**config.mk**
```make
export PLATFORM = sky130hd
export DESIGN_NAME = bridge_gate_ctrl
export DESIGN_NICKNAME = d
export VERILOG_FILES = /design/src/rtl/bridge_pkg.sv /design/src/rtl/bridge_sync.sv /design/src/rtl/bridge_fault.sv /design/src/rtl/bridge_leg.sv /design/src/rtl/bridge_gate_ctrl.sv
export SDC_FILE = /design/constraint.sdc
export NUM_CORES = 1
export LEC_CHECK = 0
export BUFFER_PORTS_ARGS = -buffer_cell sky130_fd_sc_hd__buf_4
export CAP_MARGIN = 30
export CORE_MARGIN = 10
export CORE_UTILIZATION = 35
export CTS_CLUSTER_SIZE = 24
export DETAILED_ROUTE_END_ITERATION = 16
export PLACE_DENSITY_LB_ADDON = 0.05
export SETUP_SLACK_MARGIN = 0.15
export SLEW_MARGIN = 20
export SYNTH_ARGS = -nofsm -noshare
export SYNTH_HDL_FRONTEND = slang
export SYNTH_SLANG_ARGS = --single-unit
```
**constraint.sdc**
```tcl
create_clock -name clk -period 1.55 [get_ports clk]
set_input_delay 0.31 -clock clk [delete_from_list [all_inputs] [get_ports clk]]
set_output_delay 0.31 -clock clk [all_outputs]
set_load 0.02 [all_outputs]
```
**src/rtl/bridge_pkg.sv**
```systemverilog
package bridge_pkg;

    typedef enum logic [1:0] {
        LEG_OFF  = 2'd0,
        LEG_DEAD = 2'd1,
        LEG_ON   = 2'd2
    } leg_state_e;

    typedef struct packed {
        logic hi;
        logic lo;
    } gate_pair_t;

    function automatic gate_pair_t drive_for(leg_state_e st, logic upper);
        gate_pair_t g;
        g.hi = (st == LEG_ON) &&  upper;
        g.lo = (st == LEG_ON) && !upper;
        return g;
    endfunction

endpackage

```
**src/rtl/bridge_sync.sv**
```systemverilog
module bridge_sync #(
    parameter int WIDTH  = 1,
    parameter int STAGES = 2
) (
    input  logic             clk,
    input  logic             rst,
    input  logic [WIDTH-1:0] d_i,
    output logic [WIDTH-1:0] q_o
);
    logic [WIDTH-1:0] chain [STAGES];

    always_ff @(posedge clk) begin
        if (rst) chain[0] <= '0;
        else     chain[0] <= d_i;
    end

    for (genvar s = 1; s < STAGES; s++) begin : g_stage
        always_ff @(posedge clk) begin
            if (rst) chain[s] <= '0;
            else     chain[s] <= chain[s-1];
        end
    end

    assign q_o = chain[STAGES-1];
endmodule

```
**src/rtl/bridge_fault.sv**
```systemverilog
module bridge_fault #(
    parameter int LEGS = 3
) (
    input  logic            clk,
    input  logic            rst,
    input  logic [LEGS-1:0] oc_s,
    input  logic            ot_s,
    output logic            pull_o
);
    logic any_fault;
    assign any_fault = (|oc_s) | ot_s;

    always_ff @(posedge clk) begin
        if (rst) pull_o <= 1'b0;
        else     pull_o <= any_fault;
    end
endmodule

```
**src/rtl/bridge_leg.sv**
```systemverilog
module bridge_leg
    import bridge_pkg::*;
#(
    parameter int DEAD_CYC = 100
) (
    input  logic clk,
    input  logic rst,
    input  logic run_i,
    input  logic phase_i,
    output logic gate_hi_o,
    output logic gate_lo_o
);
    localparam int CW = (DEAD_CYC < 2) ? 1 : $clog2(DEAD_CYC);
    localparam int RW = $clog2(DEAD_CYC + 2);

    leg_state_e state;
    logic       upper;
    logic [CW-1:0] cnt;
    gate_pair_t gp;

    always_ff @(posedge clk) begin
        if (rst) begin
            state <= LEG_OFF;
            upper <= 1'b0;
            cnt   <= '0;
        end else if (!run_i) begin
            state <= LEG_OFF;
            cnt   <= '0;
        end else begin
            case (state)
                LEG_OFF: begin
                    state <= LEG_DEAD;
                    upper <= phase_i;
                    cnt   <= '0;
                end
                LEG_DEAD: begin
                    upper <= phase_i;
                    if (cnt == CW'(DEAD_CYC - 1)) begin
                        state <= LEG_ON;
                        cnt   <= '0;
                    end else begin
                        cnt <= cnt + 1'b1;
                    end
                end
                LEG_ON: begin
                    if (phase_i != upper) begin
                        state <= LEG_DEAD;
                        upper <= phase_i;
                        cnt   <= '0;
                    end
                end
                default: state <= LEG_OFF;
            endcase
        end
    end

    assign gp        = drive_for(state, upper);
    assign gate_hi_o = gp.hi;
    assign gate_lo_o = gp.lo;

    // Run length of both-off cycles, saturating, used by the gap check.
    logic [RW-1:0] off_run;
    always_ff @(posedge clk) begin
        if (rst)                        off_run <= '0;
        else if (gate_hi_o || gate_lo_o) off_run <= '0;
        else if (off_run < RW'(DEAD_CYC)) off_run <= off_run + 1'b1;
    end

    p_never_both_r9: assert property (@(posedge clk) disable iff (rst)
        !(gate_hi_o && gate_lo_o));

    p_disable_off_r2: assert property (@(posedge clk) disable iff (rst)
        !run_i |=> (!gate_hi_o && !gate_lo_o));

    p_dead_gap_r4: assert property (@(posedge clk) disable iff (rst)
        ($rose(gate_hi_o) || $rose(gate_lo_o)) |-> (off_run >= RW'(DEAD_CYC)));
endmodule

```
**src/rtl/bridge_gate_ctrl.sv**
```systemverilog
module bridge_gate_ctrl #(
    parameter int LEGS     = 3,
    parameter int DEAD_CYC = 100,
    parameter int STAGES   = 2
) (
    input  logic            clk,
    input  logic            rst,
    input  logic [LEGS-1:0] phase_i,
    input  logic [LEGS-1:0] leg_en_i,
    input  logic            en_line_i,
    input  logic [LEGS-1:0] oc_flag_i,
    input  logic            ot_flag_i,
    output logic            fault_pull_o,
    output logic [LEGS-1:0] gate_hi_o,
    output logic [LEGS-1:0] gate_lo_o
);
    localparam int SW = 3 * LEGS + 2;

    logic [SW-1:0]   raw_in, syn_in;
    logic [LEGS-1:0] phase_s, leg_en_s, oc_s;
    logic            line_s, ot_s;

    assign raw_in = {ot_flag_i, oc_flag_i, en_line_i, leg_en_i, phase_i};

    bridge_sync #(.WIDTH(SW), .STAGES(STAGES)) u_sync (
        .clk (clk),
        .rst (rst),
        .d_i (raw_in),
        .q_o (syn_in)
    );

    assign phase_s  = syn_in[LEGS-1:0];
    assign leg_en_s = syn_in[2*LEGS-1:LEGS];
    assign line_s   = syn_in[2*LEGS];
    assign oc_s     = syn_in[3*LEGS:2*LEGS+1];
    assign ot_s     = syn_in[3*LEGS+1];

    bridge_fault #(.LEGS(LEGS)) u_fault (
        .clk    (clk),
        .rst    (rst),
        .oc_s   (oc_s),
        .ot_s   (ot_s),
        .pull_o (fault_pull_o)
    );

    for (genvar i = 0; i < LEGS; i++) begin : g_leg
        bridge_leg #(.DEAD_CYC(DEAD_CYC)) u_leg (
            .clk       (clk),
            .rst       (rst),
            .run_i     (line_s & leg_en_s[i]),
            .phase_i   (phase_s[i]),
            .gate_hi_o (gate_hi_o[i]),
            .gate_lo_o (gate_lo_o[i])
        );
    end

    // Cycles since reset, so the input-history checks never look into reset.
    logic [1:0] age;
    always_ff @(posedge clk) begin
        if (rst)            age <= '0;
        else if (age != 2'd3) age <= age + 1'b1;
    end

    p_line_low_off_r3: assert property (@(posedge clk) disable iff (rst)
        (age == 2'd3 && !en_line_i && !$past(en_line_i) && !$past(en_line_i, 2))
        |=> (gate_hi_o == '0 && gate_lo_o == '0));

    p_oc_pull_r6: assert property (@(posedge clk) disable iff (rst)
        (age == 2'd3 && |oc_flag_i && |$past(oc_flag_i) && |$past(oc_flag_i, 2)
         && $stable(oc_flag_i)) |=> fault_pull_o);

    p_ot_pull_r7: assert property (@(posedge clk) disable iff (rst)
        (age == 2'd3 && ot_flag_i && $past(ot_flag_i) && $past(ot_flag_i, 2))
        |=> fault_pull_o);
endmodule

```
==> impl_metrics.toml <==
[worst_setup_path]
critPathTopFamily = "simple AND/OR/NAND/NOR gates"
arrival_ns = 1.69
path_class = "reg2reg"
crit_fanout = 3
end_kind = "flip-flop"
path_cells = "or4b_4 > o21ba_4 > a221oi_2 > nor2_1"
worst_ep_required_time_ns = 1.75
cp_slowest_cell = "or4b_4"
critPathBufInv = 0
start_kind = "flip-flop"
cpPeakStageDelay_ns = 0.56

[yosys]
ys_seq_area_frac = 0.462
synth-seq-cells = 53
ys.flop_type = "dfxtp_1"
synth_cells = 247
synth_area_um2 = 2300
synthArstFlopShare = 0
synth_cell_types = 46
syn-num-nets = 263
synth-edff-count = 0
syn_avg_cell_area_um2 = 9.31
ys_warn_count = 0

[cells_and_area]
drive_gt1_frac = 0.330
area_delta_synth_final_pct = 26.7
antennaDiodeCount = 0
final_core_util = 0.459
nets = 300
final_cells = 362

[timing]
setup_slack_ns = 0.0600
grt_setup_unrepaired = "yes"
setup_viol = 0
finalHoldViolCount = 0
slew_headroom = 0.763
drv_slew = 0
period_share = 0.961
fin_tns_setup_ns = 0
tightestPinTransition_ns = 0.354
fmax_mhz = 671
holdWs_ns = 0.206
timing.final.crit_period_ns = 1.49
clock-skew-final_ns = 0.00431

[clock_network]
cts_hold_repair.buffers = 0
htreeDepth = 2
cts_tree = "done"
clock-sinks = 53
clk_latency_ns = 0.31
cts.path.max_buffers = 2
root_buffer = "clkbuf_8"
cts-buffers-inserted = 5
cts.clk_slew.worst_paths_ns = 0.11

[floorplanning]
die_w_um = 101
start_util = 0.362
rows = 29
die_y_um = 101
design.die.area_um2 = 10200
boundaryPins = 20
coreArea_um2 = 6350

[global_routing]
grt_pass1_vias = 1636
grt_pass1_wl_um = 7350
gr-total-overflow = 0
grt_max_degree = 20
grt_usage = 0.0847
antenna_found_initial = 0

[routing]
dr.pass1.iters = 4
drc_errors = 0
wl_um = 4490
first_iter_violations = 14
vias = 1772
antenna_left = 0
wl_per_cell_um = 12.4
via_per_inst = 4.90

[min_path]
hold_class = "in2reg"

[placed_design]
place_congestion = 0.779
dp_hpwl_um = 3030
placed_cells = 339
numPortBuffers = 19
place_ws_ns = 0.0647

[pwr]
max-vdd-ir-drop_v = 0.000492
power_density_nw_per_um2 = 797
total_leakage_power_nw = 1.01

[run]
drv_cap = 0

[status]
outcome = "completed"
-- cells in the mapped netlist (3+ instances only) --
| master | instances | area share |
|---|---|---|
| xnor2_1 | 10 | 0.038 |
| o21a_1 | 5 | 0.016 |
| nor2_1 | 21 | 0.034 |
| clkbuf_1 | 10 | 0.016 |
| nand2_1 | 15 | 0.024 |
| a211oi_1 | 4 | 0.013 |
| nand4b_1 | 8 | 0.030 |
| or2_2 | 3 | 0.0082 |
| nand4_1 | 3 | 0.0082 |
| buf_4 | 6 | 0.020 |
| o21ai_1 | 8 | 0.017 |
| nand3b_1 | 4 | 0.013 |
| nand2b_1 | 4 | 0.011 |
| dfxtp_1 | 53 | 0.46 |
| a21oi_1 | 7 | 0.015 |
| nand3_1 | 6 | 0.013 |
| mux2i_1 | 5 | 0.022 |
| ha_1 | 3 | 0.016 |
| nor3b_1 | 4 | 0.013 |
| inv_1 | 3 | 0.0049 |
| nor2b_1 | 22 | 0.060 |
| or3_1 | 4 | 0.011 |
| a31oi_1 | 4 | 0.011 |
-- final timing paths --
path / start / to / slack, ns / depth (start not counted)
hold / removal: oc_flag_i[2] / u_sync.chain[0][9] / 0.21 / 2
hold reg to reg: u_sync.chain[0][1] / u_sync.chain[1][1] / 0.44 / 1
setup / recovery: g_leg[1].u_leg.cnt[4] / g_leg[1].u_leg.cnt[6] / 0.06 / 4
setup reg to reg: g_leg[1].u_leg.cnt[4] / g_leg[1].u_leg.cnt[6] / 0.06 / 4
-- layer usage --
| layer | GRT usage | share of wire | up-vias |
|---|---|---|---|
| met5 | 0 | 0 | - |
| met4 | 0.0225 | 0.0053 | 0 |
| met3 | 0.0274 | 0.040 | 2 |
| met2 | 0.129 | 0.45 | 25 |
| met1 | 0.112 | 0.51 | 800 |
| li1 | - | - | 945 |
-- layout by cell type, fill, tap and decap left out, types with 4 or more instances in the layout --
| master | instances |
|---|---|
| dfxtp_1 | 38 |
| dfxtp_2 | 8 |
| or3_1 | 4 |
| o21a_1 | 4 |
| nor2b_1 | 22 |
| clkbuf_8 | 5 |
| mux2i_1 | 5 |
| nand3_1 | 6 |
| o21ai_1 | 6 |
| a21oi_1 | 7 |
| nand2b_1 | 4 |
| nor2_1 | 21 |
| nand3b_1 | 4 |
| a211oi_1 | 4 |
| buf_4 | 46 |
| dfxtp_4 | 7 |
| nand2_1 | 15 |
| xnor2_1 | 9 |
| nand4b_1 | 8 |
-- flip-flops by register name, indices dropped and copies added (netlist names) --
name               flops
u_sync.chain          22
g_leg.u_leg.cnt       21
g_leg.u_leg.state      6
g_leg.u_leg.upper      3
u_fault.pull_o         1
-- report_power, final --
group          total, mW  switching (mW)  internal (mW)
clock network      0.852           0.509          0.342
registers           1.39         0.00994           1.38
logic             0.0826          0.0326         0.0500
total               2.32           0.552           1.77
-- logic make-up (layout without fill, tap and decap cells) --
logic type,count (synthesis),after routing,share of synthesized area
multiplexers,7,7,0.0316
flip-flops,53,53,0.462
XOR/XNOR,10,10,0.0381
AO/OA/AOI/OAI,45,45,0.135
adder cells (fa/ha/maj),3,3,0.0163
buffers and inverters,20,58,0.0425
AND/OR/NAND/NOR,109,109,0.275
-- cell type report --
cell class	instances	area, um^2
sequential	53	1100
multi-input combinational	174	1250
tap	77	96.3
inverter	3	16.3
clock buffer	5	68.8
fill	617	3440
timing repair buffer	47	350
clock inverter	3	28.8
-- per-stage QoR --
step	cell area [um^2]	total power [mW]
finish	2910	2.32
CTS	2720	2.35
global placement	2550	1.51
global route	2910	2.41
detailed placement	2550	1.51
floorplan	2300	1.47
-- timing repair --
item                       CTS  global route
setup endpoints to repair   19            24
resized for setup           21            23
pin swaps                    2             5
buffers inserted             2            13
Note: power is estimated with default switching activity, not from simulation.
